--- src/rtl/asram_pkg.sv ---
package asram_pkg;
    localparam int ADDR_W = 17;
    localparam int DATA_W = 8;

    typedef enum logic [2:0] {
        PH_IDLE,
        PH_SETUP,
        PH_ACTIVE,
        PH_HOLD,
        PH_TURN
    } phase_t;

    typedef struct packed {
        logic              wr;
        logic [ADDR_W-1:0] addr;
        logic [DATA_W-1:0] data;
    } op_t;

    // cycles covering ns at clk_ns per cycle, never fewer than one
    function automatic int ns_to_cyc(input int ns, input int clk_ns);
        int c;
        c = (ns + clk_ns - 1) / clk_ns;
        return (c < 1) ? 1 : c;
    endfunction

    function automatic int imax(input int a, input int b);
        return (a > b) ? a : b;
    endfunction
endpackage

--- src/rtl/asram_timer.sv ---
module asram_timer #(
    parameter int CNT_W = 5
) (
    input  logic             clk,
    input  logic             rst,
    input  logic             load,
    input  logic [CNT_W-1:0] len_m1,
    output logic             last
);
    logic [CNT_W-1:0] cnt_q;

    always_ff @(posedge clk) begin
        if (rst)
            cnt_q <= '0;
        else if (load)
            cnt_q <= len_m1;
        else if (cnt_q != '0)
            cnt_q <= cnt_q - 1'b1;
    end

    assign last = (cnt_q == '0);
endmodule

--- src/rtl/asram_seq.sv ---
module asram_seq
    import asram_pkg::*;
#(
    parameter int CNT_W   = 5,
    parameter int SETUP_C = 1,
    parameter int RD_ACT  = 21,
    parameter int RD_HOLD = 1,
    parameter int WR_ACT  = 17,
    parameter int WR_HOLD = 4,
    parameter int TURN_C  = 8
) (
    input  logic             clk,
    input  logic             rst,
    input  logic             start,
    input  logic             is_wr,
    input  logic             last,
    output phase_t           phase,
    output logic             load,
    output logic [CNT_W-1:0] len_m1,
    output logic             done
);
    localparam logic [CNT_W-1:0] L_SETUP = CNT_W'(SETUP_C - 1);
    localparam logic [CNT_W-1:0] L_RACT  = CNT_W'(RD_ACT - 1);
    localparam logic [CNT_W-1:0] L_RHOLD = CNT_W'(RD_HOLD - 1);
    localparam logic [CNT_W-1:0] L_WACT  = CNT_W'(WR_ACT - 1);
    localparam logic [CNT_W-1:0] L_WHOLD = CNT_W'(WR_HOLD - 1);
    localparam logic [CNT_W-1:0] L_TURN  = CNT_W'(TURN_C - 1);

    phase_t nxt;
    logic   fin;

    always_comb begin
        nxt    = phase;
        load   = 1'b0;
        len_m1 = '0;
        fin    = 1'b0;
        unique case (phase)
            PH_IDLE: if (start) begin
                nxt = PH_SETUP; load = 1'b1; len_m1 = L_SETUP;
            end
            PH_SETUP: if (last) begin
                nxt = PH_ACTIVE; load = 1'b1; len_m1 = is_wr ? L_WACT : L_RACT;
            end
            PH_ACTIVE: if (last) begin
                nxt = PH_HOLD; load = 1'b1; len_m1 = is_wr ? L_WHOLD : L_RHOLD;
            end
            PH_HOLD: if (last) begin
                if (is_wr) begin
                    nxt = PH_IDLE; fin = 1'b1;
                end else begin
                    nxt = PH_TURN; load = 1'b1; len_m1 = L_TURN;
                end
            end
            PH_TURN: if (last) begin
                nxt = PH_IDLE; fin = 1'b1;
            end
            default: nxt = PH_IDLE;
        endcase
    end

    always_ff @(posedge clk) begin
        if (rst) begin
            phase <= PH_IDLE;
            done  <= 1'b0;
        end else begin
            phase <= nxt;
            done  <= fin;
        end
    end

    // completion is a single-cycle pulse
    p_done_pulse_r7: assert property (@(posedge clk) disable iff (rst)
        done |=> !done);
    // completion only coincides with the idle phase
    p_done_idle_r7: assert property (@(posedge clk) disable iff (rst)
        done |-> (phase == PH_IDLE));
endmodule

--- src/rtl/asram_ctrl.sv ---
module asram_ctrl
    import asram_pkg::*;
#(
    parameter int CLK_NS    = 4,
    parameter int T_RC_NS   = 85,
    parameter int T_AA_NS   = 85,
    parameter int T_OE_NS   = 45,
    parameter int T_WP_NS   = 55,
    parameter int T_AW_NS   = 70,
    parameter int T_DW_NS   = 40,
    parameter int T_WC_NS   = 85,
    parameter int T_HZ_NS   = 30
) (
    input  logic              clk,
    input  logic              rst,
    input  logic              req,
    input  logic              wr,
    input  logic [ADDR_W-1:0] addr,
    input  logic [DATA_W-1:0] wdata,
    output logic [DATA_W-1:0] rdata,
    output logic              busy,
    output logic              done,
    output logic [ADDR_W-1:0] mem_addr,
    output logic              mem_cs_n,
    output logic              mem_cs,
    output logic              mem_we_n,
    output logic              mem_oe_n,
    output logic [DATA_W-1:0] mem_dout,
    output logic              mem_doe,
    input  logic [DATA_W-1:0] mem_din
);
    localparam int SETUP_C = 1;
    localparam int RD_ACT  = imax(ns_to_cyc(T_AA_NS, CLK_NS) - SETUP_C,
                                  ns_to_cyc(T_OE_NS, CLK_NS));
    localparam int RD_HOLD = imax(1, ns_to_cyc(T_RC_NS, CLK_NS) - SETUP_C - RD_ACT);
    localparam int WR_ACT  = imax(imax(ns_to_cyc(T_WP_NS, CLK_NS),
                                       ns_to_cyc(T_AW_NS, CLK_NS) - SETUP_C),
                                  ns_to_cyc(T_DW_NS, CLK_NS));
    localparam int WR_HOLD = imax(1, ns_to_cyc(T_WC_NS, CLK_NS) - SETUP_C - WR_ACT);
    localparam int TURN_C  = ns_to_cyc(T_HZ_NS, CLK_NS);
    localparam int MAX_C   = imax(imax(imax(RD_ACT, WR_ACT), imax(RD_HOLD, WR_HOLD)),
                                  imax(TURN_C, SETUP_C));
    localparam int CNT_W   = $clog2(MAX_C + 1);
    localparam int WP_MIN  = ns_to_cyc(T_WP_NS, CLK_NS);

    phase_t           phase;
    op_t              op_q;
    logic             start, last, load, sel;
    logic [CNT_W-1:0] len_m1;

    assign start = req && (phase == PH_IDLE);

    always_ff @(posedge clk) begin
        if (rst)
            op_q <= '0;
        else if (start)
            op_q <= '{wr: wr, addr: addr, data: wdata};
    end

    asram_seq #(
        .CNT_W(CNT_W), .SETUP_C(SETUP_C), .RD_ACT(RD_ACT), .RD_HOLD(RD_HOLD),
        .WR_ACT(WR_ACT), .WR_HOLD(WR_HOLD), .TURN_C(TURN_C)
    ) u_seq (
        .clk(clk), .rst(rst), .start(start), .is_wr(op_q.wr), .last(last),
        .phase(phase), .load(load), .len_m1(len_m1), .done(done)
    );

    asram_timer #(.CNT_W(CNT_W)) u_timer (
        .clk(clk), .rst(rst), .load(load), .len_m1(len_m1), .last(last)
    );

    always_ff @(posedge clk) begin
        if (rst)
            rdata <= '0;
        else if (phase == PH_ACTIVE && last && !op_q.wr)
            rdata <= mem_din;
    end

    assign sel      = (phase == PH_SETUP) || (phase == PH_ACTIVE) || (phase == PH_HOLD);
    assign busy     = (phase != PH_IDLE);
    assign mem_cs_n = !sel;
    assign mem_cs   = sel;
    assign mem_we_n = !(sel && op_q.wr && phase == PH_ACTIVE);
    assign mem_oe_n = !(sel && !op_q.wr && phase == PH_ACTIVE);
    assign mem_doe  = sel && op_q.wr;
    assign mem_addr = op_q.addr;
    assign mem_dout = op_q.data;

    // checker state: length of the current write strobe
    logic [CNT_W:0] we_run_q;
    always_ff @(posedge clk) begin
        if (rst || mem_we_n)
            we_run_q <= '0;
        else
            we_run_q <= we_run_q + 1'b1;
    end

    // idle means deselected and quiet
    p_idle_quiet_r1: assert property (@(posedge clk) disable iff (rst)
        !busy |-> (mem_cs_n && !mem_cs && mem_we_n && mem_oe_n && !mem_doe));
    // write strobe long enough
    p_we_width_r2: assert property (@(posedge clk) disable iff (rst)
        $rose(mem_we_n) |-> (we_run_q >= (CNT_W+1)'(WP_MIN)));
    // strobe and output enable never both low
    p_we_oe_excl_r2: assert property (@(posedge clk) disable iff (rst)
        !mem_we_n |-> mem_oe_n);
    // no driving into an enabled memory output
    p_no_drive_read_r6: assert property (@(posedge clk) disable iff (rst)
        !mem_oe_n |-> !mem_doe);
    // latched operation frozen while busy
    p_req_ignored_r8: assert property (@(posedge clk) disable iff (rst)
        busy |=> $stable(op_q));
    // busy falls together with done
    p_busy_done_r7: assert property (@(posedge clk) disable iff (rst)
        $fell(busy) |-> done);
endmodule

--- config.mk ---
export PLATFORM = sky130hd
export DESIGN_NAME = asram_ctrl
export DESIGN_NICKNAME = d
export VERILOG_FILES = /design/src/rtl/asram_pkg.sv /design/src/rtl/asram_timer.sv /design/src/rtl/asram_seq.sv /design/src/rtl/asram_ctrl.sv
export SDC_FILE = /design/constraint.sdc
export NUM_CORES = 1
export LEC_CHECK = 0
export CAP_MARGIN = 10
export CORE_MARGIN = 2
export CORE_UTILIZATION = 46
export CTS_CLUSTER_SIZE = 16
export DETAILED_ROUTE_END_ITERATION = 8
export DONT_BUFFER_PORTS = 1
export HOLD_SLACK_MARGIN = 0.15
export SLEW_MARGIN = 20
export SYNTH_ARGS = -nofsm -noshare
export SYNTH_HDL_FRONTEND = slang
export SYNTH_SLANG_ARGS = --single-unit
--- constraint.sdc ---
create_clock -name clk -period 2.5 [get_ports clk]
set_input_delay 0.125 -clock clk [delete_from_list [all_inputs] [get_ports clk]]
set_output_delay 0.125 -clock clk [all_outputs]
set_load 0.01 [all_outputs]
==> impl_results.md, run 1 <==
* Status: finished, final reports clean
* TritonRoute pass-1 iters at 4
* Cell area after layout at 2300 um^2
* Final hold slack at between 200 and 250 ps
* # setup viols final at 0
* Post-Route Utilization at 0.634
* H-Tree Depth at 2
* # rows at 22
* P_int at approximately 1.4 mW
* FF+latch count, synth at 43
* Sw Pwr at 0.892 mW
* Startpoint Class: flop
* PD cells at roughly 990 nW/um^2
* Critical path arrival at about 2500 ps
* # diodes at 0
* # IOs at between 70 and 80
* Critical-path top delay cell: dfxtp_1
* Syn avg cell area at 8.26 um^2
* I/O Buffers at 0
* Clk_lat worst skew at slightly below 300 ps
* Placed Area at 1760 um^2
* CTS tree: built
* Max Root-Sink Buffers at 2
* Initial Util at 0.475
* Vias in the first global route at 1520
* Final Max Tran Viols at 0
* Initial antenna violation count at 0
* Core area at 3630 um^2
* Area Growth Syn to Fin at 33.5%
* Die Ht at 65.2 um
* Fillers at roughly 320
* WL per Instance at roughly 15 um
* Vias per Instance at 5.30
* YS warnings at 0
* # DRC at 0
* Skew final at 8.53 ps
* Max-slew headroom at 0.676
* CP peak stage delay at between 600 and 700 ps
* Crit end category: flop
* Post-synthesis cell area at approximately 1700 um^2
* Cells along the critical path: nor2b_1 > nand3_2 > mux2i_1 > nor2_1 > dlygate4sd3_1
* Yosys cell types at 37
* Gate Count Post-Synth at around 210
* Minimum clock period at around 2300 ps
* P_leak at ~0.96 nW
* Starting DRT DRC Count at between 150 and 200
* Setup TNS at 0 ps
* Nets@finish at between 200 and 300
* Sequential area share after synthesis at 0.499
* FMAX at around 440 MHz
* R2r setup slk at about 230 ps
* CTS Buf Count at 5
* Hold Vio Cnt, Final at 0
* Die Wd at between 60 and 70 um
* Global-route wire length before repair at approximately 6800 um
* Layout cell share with drive strength beyond 1 at 0.0680
* Crit-path max FO at 13
* Die area at 4260 um^2
* Total number of vias at around 1600
* Clock slew at reported path FFs at about 80 ps
* Critical path type: reg -> reg
* Dpl hpwl at roughly 2600 um
* Worst hold path type: in -> reg
* WP data required at 2680 ps
* Worst-Margin Slew at 482 ps
* Root Buffer: clkbuf_8
* Combinational share of power at 0.370
* RePlAce Congestion at between 0.7 and 0.8
* GRT Resource Usage Total at 0.209
* Switch share at 0.391
* Part of the cycle the worst path needs at 0.907
* Routed WL at 4360 um
* Syn Nets at between 200 and 250
* Post-route ant nets at 0
* RSZ-0062 raised after global routing: false
* Clock power frac at 0.188
* Max VDD drop at roughly 0.5 mV
* Sink Count at 43
* Largest net degree at the start of global routing at 44
* Max_cap viols at 0
* Total global routing overflow at 0
* Reg power frac at 0.442
==> worst paths after layout <==
check	from	endpoint	depth (start not counted)
max	u_seq.phase[1]	rdata[1]	5
min	req	u_seq.phase[0]	3
max reg2reg	u_seq.phase[1]	rdata[1]	5
min reg2reg	mem_addr[16]	mem_addr[16]	2
==> cells in the final DEF, fill, tap and decap left out, drive strengths merged, types with 2 or more instances in the layout <==
master,n
nand3b,2
inv,3
dlygate4sd3,43
xor2,2
a21oi,29
nor3,5
nand3,3
buf,4
nor4b,2
o21ai,2
clkbuf,6
nand2,56
dfxtp,43
nor2,18
mux2,2
mux2i,8
==> worst max-delay path: cells and delay by family, from the launching register on <==
kind / cells / cell delay (ps)
DFF: 1 / 630
muxes: 1 / 250
buffers and inverters: 1 / 560
and+or+nand+nor: 3 / 720
==> flip-flops by register name, summed over array words and instances, names as in the netlist <==
register,flops
mem_addr,17
u_timer.cnt_q,5
mem_dout,8
u_seq.done,1
rdata,8
op_q,1
u_seq.phase,3
==> power groups by stage <==
stage	registers [mW]	logic [mW]	clock network, mW
3_3_place_gp	1.02	0.708	0
6_report	1.01	0.844	0.429
3_5_place_dp	1.02	0.746	0
2_1_floorplan	0.950	0.646	0
5_1_grt	1.03	0.943	0.470
4_1_cts	1.01	0.834	0.448
==> synth_stat cells <==
cell / number / area share
nor4b_2: 2 / 0.017
o31ai_1: 1 / 0.0044
or4b_1: 1 / 0.0058
xnor2_1: 1 / 0.0051
buf_2: 1 / 0.0029
and3_1: 1 / 0.0036
inv_1: 3 / 0.0065
o211ai_1: 1 / 0.0044
mux2i_1: 8 / 0.046
dfxtp_1: 43 / 0.50
or3b_2: 1 / 0.0051
or3_1: 1 / 0.0036
mux2_2: 1 / 0.0065
xor2_1: 2 / 0.010
ha_1: 1 / 0.0073
a211o_1: 1 / 0.0051
o21ai_0: 2 / 0.0058
nand2_1: 56 / 0.12
buf_1: 1 / 0.0022
nor3_1: 5 / 0.015
or2_1: 1 / 0.0036
a21boi_0: 1 / 0.0044
nand3_1: 3 / 0.0087
or4_1: 1 / 0.0044
a221oi_2: 1 / 0.0087
nor2b_1: 1 / 0.0036
nor4_1: 1 / 0.0036
mux2_1: 1 / 0.0065
nand2b_1: 1 / 0.0036
clkbuf_1: 12 / 0.026
and2_1: 1 / 0.0036
a21oi_1: 29 / 0.084
nor2_1: 18 / 0.039
nand3b_1: 2 / 0.0087
a32oi_1: 1 / 0.0051
o21bai_1: 1 / 0.0044
o21a_1: 1 / 0.0044
==> logic make-up (layout without fill, tap and decap cells) <==
group / after synthesis / after routing / synth area share
simple gates: 96 / 96 / 0.251
flops: 43 / 43 / 0.499
xor+xnor: 3 / 3 / 0.0152
mux: 10 / 10 / 0.0595
compound gates: 39 / 39 / 0.131
fa+ha+maj: 1 / 1 / 0.00725
buf+inv: 17 / 58 / 0.0377
==> timing repair <==
action / in CTS / in global routing
hold endpoints to repair: 43 / 0
hold buffers: 44 / 0
setup buffers: 0 / 0
endpoints found under the setup margin: 0 / 3
gates resized for setup: 0 / 1
==> through the flow <==
stage	power [mW]	instances	worst slack, ps
global placement	1.73	246	397
finish	2.28	298	233
floorplan	1.60	209	456
CTS	2.29	298	58.4
detailed placement	1.77	246	295
global route	2.44	298	70.7
==> routing by layer <==
layer  part of all wire  global-route usage  up-vias  routed length [um]
li1                   -                   -      777                   -
met1               0.41               0.235      734                1770
met2               0.51               0.374       59                2240
met3              0.061              0.0668        8                 264
met4              0.019              0.0625        0                  82
met5                  0                   0        -                   0
==> cell type report <==
cell class	instances	area [um^2]	share of cell area
multi-input combinational	149	813	0.353
sequential	43	861	0.374
tap	48	60.1	0.0261
clock buffer	6	72.6	0.0315
timing repair buffer	47	473	0.205
clock inverter	2	12.5	0.00543
inverter	3	11.3	0.00489
Note: power is estimated with default switching activity, not from simulation.
==> inputs of run 2 (changes only) <==
--- a/config.mk
+++ b/config.mk
@@ -5,13 +5,15 @@
 export SDC_FILE = /design/constraint.sdc
 export NUM_CORES = 1
 export LEC_CHECK = 0
-export CAP_MARGIN = 10
+export ABC_AREA = 1
+export CAP_MARGIN = 0
 export CORE_MARGIN = 2
 export CORE_UTILIZATION = 46
 export CTS_CLUSTER_SIZE = 16
 export DETAILED_ROUTE_END_ITERATION = 8
 export DONT_BUFFER_PORTS = 1
 export HOLD_SLACK_MARGIN = 0.15
+export PLACE_DENSITY = 0.68
 export SLEW_MARGIN = 20
 export SYNTH_ARGS = -nofsm -noshare
 export SYNTH_HDL_FRONTEND = slang
==> run 2 against run 1 <==
Compared with the run above:
- non-clock buffer count shrank 11
- die area up 5.1%
- highest routed layer unchanged
- utilization fell by 2.5 points
- largest cell class unchanged
- critical path depth increased by 2
==> impl_results.md, run 2 <==
* Die Wd at 66.9 um (+2.5%)
* Combinational share of power at 0.380 (+0.010)
* Critical path type: reg -> reg
* Routed WL at 4590 um (+5.2%)
* Most instantiated cells after synthesis: dfxtp_1, nand2_1, nor2_1
* Startpoint Class: flop
* Combined area of the multi-input logic cells at 842 um^2 (+3.5%)
* Post-route worst setup slack at 366 ps (+133 ps)
* Crit-path max FO at 34 (+21)
* Max_cap viols at 0 (unchanged)
* Hold Path Depth at 3 (unchanged)
* Max-slew headroom at 0.277 (-0.398)
* Status: finished, final reports clean
* Placed cell count at 275 (+12%)
* Total global routing overflow at 0 (unchanged)
* Non-Filler Instances at 318 (+6.7%)
* Layout cell share with drive strength beyond 1 at 0.111 (+0.0431)
* Final Max Tran Viols at 0 (unchanged)
* Fillers at 327 (+1.6%)
* CTS Buf Count at 5 (unchanged)
* Area Growth Syn to Fin at 25.2%
* Syn avg cell area at 7.61 um^2 (-7.8%)
* Dpl hpwl at 2670 um (+4.3%)
* Global-route wire length before repair at 7110 um (+4.3%)
* FF+latch area at 861 um^2 (unchanged)
* Resized Gates After CTS at 0 (unchanged)
* Worst hold path type: in -> reg
* Vias per Instance at 5.32 (+0.54%)
* YS warnings at 0 (unchanged)
* Starting DRT DRC Count at 72 (-54%)
* Root Buffer: clkbuf_8
* H-Tree Depth at 2 (unchanged)
* Sw Pwr at 0.999 mW (+12%)
* PD cells at 1080 nW/um^2 (+8.8%)
* Post-Route Utilization at 0.609 (-0.0253)
* Gate Count Post-Synth at 239 (+14%)
* Post-synthesis cell area at 1820 um^2 (+5.4%)
* # DRC at 0 (unchanged)
* Synth async-reset ratio at 0 (unchanged)
* Initial antenna violation count at 0 (unchanged)
* GRT Resource Usage Total at 0.214 (+0.00584)
* Part of the cycle the worst path needs at 0.854 (-0.0533)
* Hold Vio Cnt, Final at 0 (unchanged)
* Leading area contributor after synthesis: dfxtp_1
* Post-route ant nets at 0 (unchanged)
* Yosys cell types at 25 (-32%)
* Critical path arrival at 2310 ps (-140 ps)
* WP data required at 2680 ps (about the same)
* # setup viols final at 0 (unchanged)
* Setup TNS at 0 ps (unchanged)
* Sink Count at 43 (unchanged)
* Dominant synthesized flop cell: dfxtp_1
* TritonRoute pass-1 iters at 4 (unchanged)
* Switch share at 0.407 (+0.0161)
* RSZ-0062 raised after global routing: false
* I/O Buffers at 0 (unchanged)
* Clock power frac at 0.208 (+0.020)
* Power Total at 2.45 mW (+7.6%)
* P_leak at 0.934 nW (-2.3%)
* Max VDD drop at 0.567 mV (+12%)
* Clock slew at reported path FFs at 80 ps (about the same)
* Skew final at 7.92 ps (-0.610 ps)
* FMAX at 469 MHz (+6.2%)
* CTS tree: built
* Max reg flops at 17 (unchanged)
* Crit end category: flop
* Initial Util at 0.486 (+0.0111)
* Most frequent cells in the layout: nand2_1, dfxtp_1, dlygate4sd3_1, nor2_1, a21oi_1
* Core area at 3740 um^2 (+3.0%)
* FF+latch count, synth at 43 (unchanged)
* Reg2reg path depth at 7 (+2)
* Total number of vias at 1693 (+7.3%)
* Clk_lat worst skew at 290 ps (about the same)
* Reg power frac at 0.412 (-0.030)
* Max Root-Sink Buffers at 2 (unchanged)
* Worst-Margin Slew at 1080 ps (+598 ps)
* RePlAce Congestion at 0.744 (-5.6%)
* # IOs at 77 (unchanged)
* Sequential area share after synthesis at 0.473 (-0.0257)
* Share of the synthesized area in the top cell type at 0.473 (-0.0257)
* Minimum clock period at 2130 ps (-133 ps)
* WL per Instance at 14.4 um (-1.5%)
* Cell area after layout at 2280 um^2 (-1.1%)
* DP Worst Slack at 805 ps (+510 ps)
* Largest net degree at the start of global routing at 35 (-20%)
* # diodes at 0 (unchanged)
* Vias in the first global route at 1562 (+2.8%)
* # rows at 22 (unchanged)
* P_int at 1.46 mW (+4.8%)
* Largest cells by area after synthesis: dfxtp_1, nand2_1, a21oi_1
* Placed Area at 1820 um^2 (+3.0%)
* Syn Nets at 277 (+12%)
* Die Ht at 66.9 um (+2.5%)
* Final hold slack at 207 ps (-3.29 ps)
* Die area at 4470 um^2 (+5.1%)
* Nets@finish at 308 (+7.3%)
* Post-synth EDFFs at 0 (unchanged)
[run 2: cell count changes after synthesis, sizes merged, moves of 3 or more]
| cell | previous run | this run |
|---|---|---|
| o21ai | 2 | 10 |
| inv | 3 | 14 |
| nor2 | 18 | 39 |
| clkbuf | 12 | 6 |
| mux2i | 8 | 0 |
| nand3 | 3 | 32 |
| nand2 | 56 | 49 |
| buf | 2 | 6 |
| nor3 | 5 | 1 |
| nand4 | 0 | 3 |
[run 2: power by group through the flow]
stage / Sequential [mW] / Clock (mW) / Combinational, mW
2_1_floorplan: 0.995 / 0 / 0.770
3_3_place_gp: 1.02 / 0 / 0.847
3_5_place_dp: 1.02 / 0 / 0.868
4_1_cts: 1.01 / 0.525 / 0.929
5_1_grt: 1.03 / 0.555 / 1.05
6_report: 1.01 / 0.510 / 0.934
[run 2: worst max-delay path, stage by stage (launching register included)]
cell and delay (ps):
dfxtp_1 380, inv_2 100, nand2_4 70, nor2_8 330
nand2_4 310, nand2_1 130, a21oi_1 70, dlygate4sd3_1 620
[run 2: layer usage]
| layer | up-vias | track usage | part of all wire |
|---|---|---|---|
| li1 | 840 | - | - |
| met1 | 780 | 0.248 | 0.41 |
| met2 | 68 | 0.373 | 0.50 |
| met3 | 5 | 0.0693 | 0.080 |
| met4 | 0 | 0.0689 | 0.011 |
| met5 | - | 0 | 0 |
[run 2: final cells by class]
class                           count  area share
Sequential cell                    43       0.378
Multi-Input combinational cell    170       0.370
Timing Repair Buffer               36       0.158
Clock buffer                        6      0.0319
Tap cell                           48      0.0264
Inverter                           14      0.0231
Clock inverter                      1      0.0132
[run 2: kinds of logic after synthesis]
| group | share of synthesized area |
|---|---|
| DFF | 0.473 |
| AOI/OAI and AO/OA | 0.110 |
| xor gates and xnor gates | 0.00482 |
| buffers and inverters | 0.0640 |
| adders and majority gates | 0.00688 |
| and+or+nand+nor | 0.341 |
[run 2: worst paths after layout]
| kind | startpoint | endpoint | slack [ps] |
|---|---|---|---|
| worst max-delay path | u_seq.phase[0] | mem_addr[0] | 370 |
| worst min-delay path | rst | u_seq.phase[0] | 210 |
| worst max register to register | u_seq.phase[0] | mem_addr[0] | 370 |
| worst min register to register | u_timer.cnt_q[4] | u_timer.cnt_q[4] | 490 |
[run 2: timing repair]
| action | in CTS | in global routing |
|---|---|---|
| hold endpoints to repair | 37 | 0 |
| buffers inserted | 0 | 0 |
| hold buffers | 36 | 0 |
==> inputs of run 3 (changes only) <==
--- a/config.mk
+++ b/config.mk
@@ -13,7 +13,8 @@
 export DETAILED_ROUTE_END_ITERATION = 8
 export DONT_BUFFER_PORTS = 1
 export HOLD_SLACK_MARGIN = 0.15
-export PLACE_DENSITY = 0.68
+export MAX_ROUTING_LAYER = met4
+export PLACE_DENSITY_LB_ADDON = 0.25
 export SLEW_MARGIN = 20
 export SYNTH_ARGS = -nofsm -noshare
 export SYNTH_HDL_FRONTEND = slang
==> run 3 against run 2 <==
Compared with the run above:
- fmax grew 1.5%
- utilization rose by 1.3 points
- register-to-register slack better by 30 ps
- non-clock buffer count grew 5
- largest cell class unchanged
- setup slack better by 32 ps
- sequential cell count did not move
- sequential share of layout area fell by 0.81 points
- routed wire length is 0.59% lower
- via count decreased by 1.1%
- clock power is 1% higher
- critical endpoint is now mem_dout[3]
- clock-buffer cell count is the same
==> impl_results.md, run 3 (synthesized netlist as in run 2, its figures left out) <==
* Total number of vias at 1675 (-1.1%)
* FMAX at 476 MHz (+1.5%)
* # rows at 22 (unchanged)
* Critical path type: reg -> reg
* Routed WL at 4560 um (-0.59%)
* Crit-path max FO at 34 (unchanged)
* RR Startpoint: u_seq.phase[0]
* Max-slew headroom at 0.323 (+0.0460)
* I/O Buffers at 0 (unchanged)
* Setup TNS at 0 ps (unchanged)
* Final Max Tran Viols at 0 (unchanged)
* Die Wd at 66.9 um (unchanged)
* CTS Buf Count at 5 (unchanged)
* FF+latch area at 861 um^2 (unchanged)
* Reg power frac at 0.408 (-0.004)
* Post-route ant nets at 0 (unchanged)
* Vias per Instance at 5.19 (-2.6%)
* Root Buffer: clkbuf_8
* Met1 Wirelength at 1960 um (+3.6%)
* Starting DRT DRC Count at 135 (+88%)
* Minimum clock period at 2100 ps (-32.1 ps)
* RSZ-0062 raised after global routing: false
* PD cells at 1060 nW/um^2 (-1.5%)
* WL per Instance at 14.1 um (-2.1%)
* TritonRoute pass-1 iters at 4 (unchanged)
* Sw Pwr at 0.997 mW (-0.29%)
* Vias in the first global route at 1694 (+8.5%)
* Global-route wire length before repair at 7380 um (+3.7%)
* Die Ht at 66.9 um (unchanged)
* WL met2 at 2250 um (-1.0%)
* Max_cap viols at 0 (unchanged)
* Dpl hpwl at 2590 um (-2.8%)
* P_leak at 0.945 nW (+1.2%)
* Worst-Margin Slew at 1010 ps (-68.8 ps)
* CTS tree: built
* Combinational share of power at 0.383 (+0.003)
* Part of the cycle the worst path needs at 0.841 (-0.0129)
* Critical path arrival at 2280 ps (-30 ps)
* Worst hold path type: in -> reg
* Skew final at 2.44 ps (-5.48 ps)
* Hold Vio Cnt, Final at 0 (unchanged)
* Combined area of the multi-input logic cells at 842 um^2 (unchanged)
* H-Tree Depth at 2 (unchanged)
* Initial antenna violation count at 0 (unchanged)
* RePlAce Congestion at 0.833 (+12%)
* Setup crit start: u_seq.phase[0]
* Fillers at 336 (+2.8%)
* Largest net degree at the start of global routing at 35 (unchanged)
* Die area at 4470 um^2 (unchanged)
* Most frequent cells in the layout: nand2_1, dfxtp_1, dlygate4sd3_1, nor2_1, a21oi_1
* Layout cell share with drive strength beyond 1 at 0.109 (-0.00202)
* # IOs at 77 (unchanged)
* # diodes at 0 (unchanged)
* WP data required at 2680 ps (about the same)
* Post-Route Utilization at 0.622 (+0.0134)
* P_int at 1.47 mW (+1.2%)
* Metal3 WL at 301 um (-18%)
* Clock slew at reported path FFs at 80 ps (about the same)
* Max VDD drop at 0.650 mV (+15%)
* Sink Count at 43 (unchanged)
* Clk_lat worst skew at 290 ps (about the same)
* Core area at 3740 um^2 (unchanged)
* Switch share at 0.403 (-0.00366)
* Nets@finish at 313 (+1.6%)
* # setup viols final at 0 (unchanged)
* Max reg flops at 17 (unchanged)
* Max Root-Sink Buffers at 2 (unchanged)
* # DRC at 0 (unchanged)
* Hold Startpoint: rst
* Initial Util at 0.486 (unchanged)
* Status: finished, final reports clean
* Startpoint Class: flop
* Highest routed layer: met4
* Total global routing overflow at 0 (unchanged)
* GRT Resource Usage Total at 0.223 (+0.00810)
* Crit end category: flop
* Clock power frac at 0.209 (about the same)
* Area Growth Syn to Fin at 28.0%
-- run 3: cell types whose count changed in the layout (fill, tap and decap cells not counted), sizes merged --
cell | previous run | this run
dlygate4sd3 | 36 | 41
-- run 3: layout make-up --
class                           instances  share of cell area
Tap cell                               48              0.0258
Clock buffer                            6              0.0312
Timing Repair Buffer                   41               0.176
Multi-Input combinational cell        170               0.362
Clock inverter                          1              0.0129
Inverter                               14              0.0226
Sequential cell                        43               0.370
-- run 3: repair_timing --
| action | in CTS | in global routing |
|---|---|---|
| buffers inserted | 0 | 0 |
| gates resized for setup | 0 | 0 |
| hold buffers | 41 | 0 |
| endpoints found under the setup margin | 0 | 0 |
| endpoints found under the hold margin | 37 | 0 |
-- run 3: path summary, 6_finish.rpt --
check / end / slack [ps] / cells past startpoint
setup / recovery: mem_dout[3] / 400 / 7
hold / removal: u_seq.phase[1] / 200 / 3
setup reg to reg: mem_dout[3] / 400 / 7
hold reg to reg: u_timer.cnt_q[4] / 480 / 2
-- run 3: metal layers --
metal,up-vias,track usage
li1,845,-
met1,766,0.257
met2,59,0.380
met3,5,0.0608
met4,0,0.0612
met5,-,-
-- run 3: stage by stage --
stage                     instances  power, mW  worst slack [ps]  hold slack [ps]  cell area, um^2
after floorplan                 239       1.77              1210              260             1820
after global placement          275       1.87               865              197             1820
after detailed placement        275       1.88               826              198             1820
after CTS                       323       2.47               411              195             2330
after global routing            323       2.65               253              258             2330
final                           323       2.47               398              199             2330
-- run 3: worst max-delay path, stage by stage (launching register included) --
cell,delay [ps]
dfxtp_1,380
inv_2,100
nand2_4,70
nor2_8,310
nand2_4,310
nand2_1,140
a21oi_1,60
dlygate4sd3_1,610
-- run 3: power by group through the flow --
stage / Sequential (mW) / Combinational (mW) / Clock, mW
4_1_cts: 1.01 / 0.946 / 0.517
3_5_place_dp: 1.02 / 0.861 / 0
2_1_floorplan: 0.995 / 0.770 / 0
5_1_grt: 1.03 / 1.07 / 0.547
6_report: 1.01 / 0.945 / 0.517
3_3_place_gp: 1.02 / 0.851 / 0
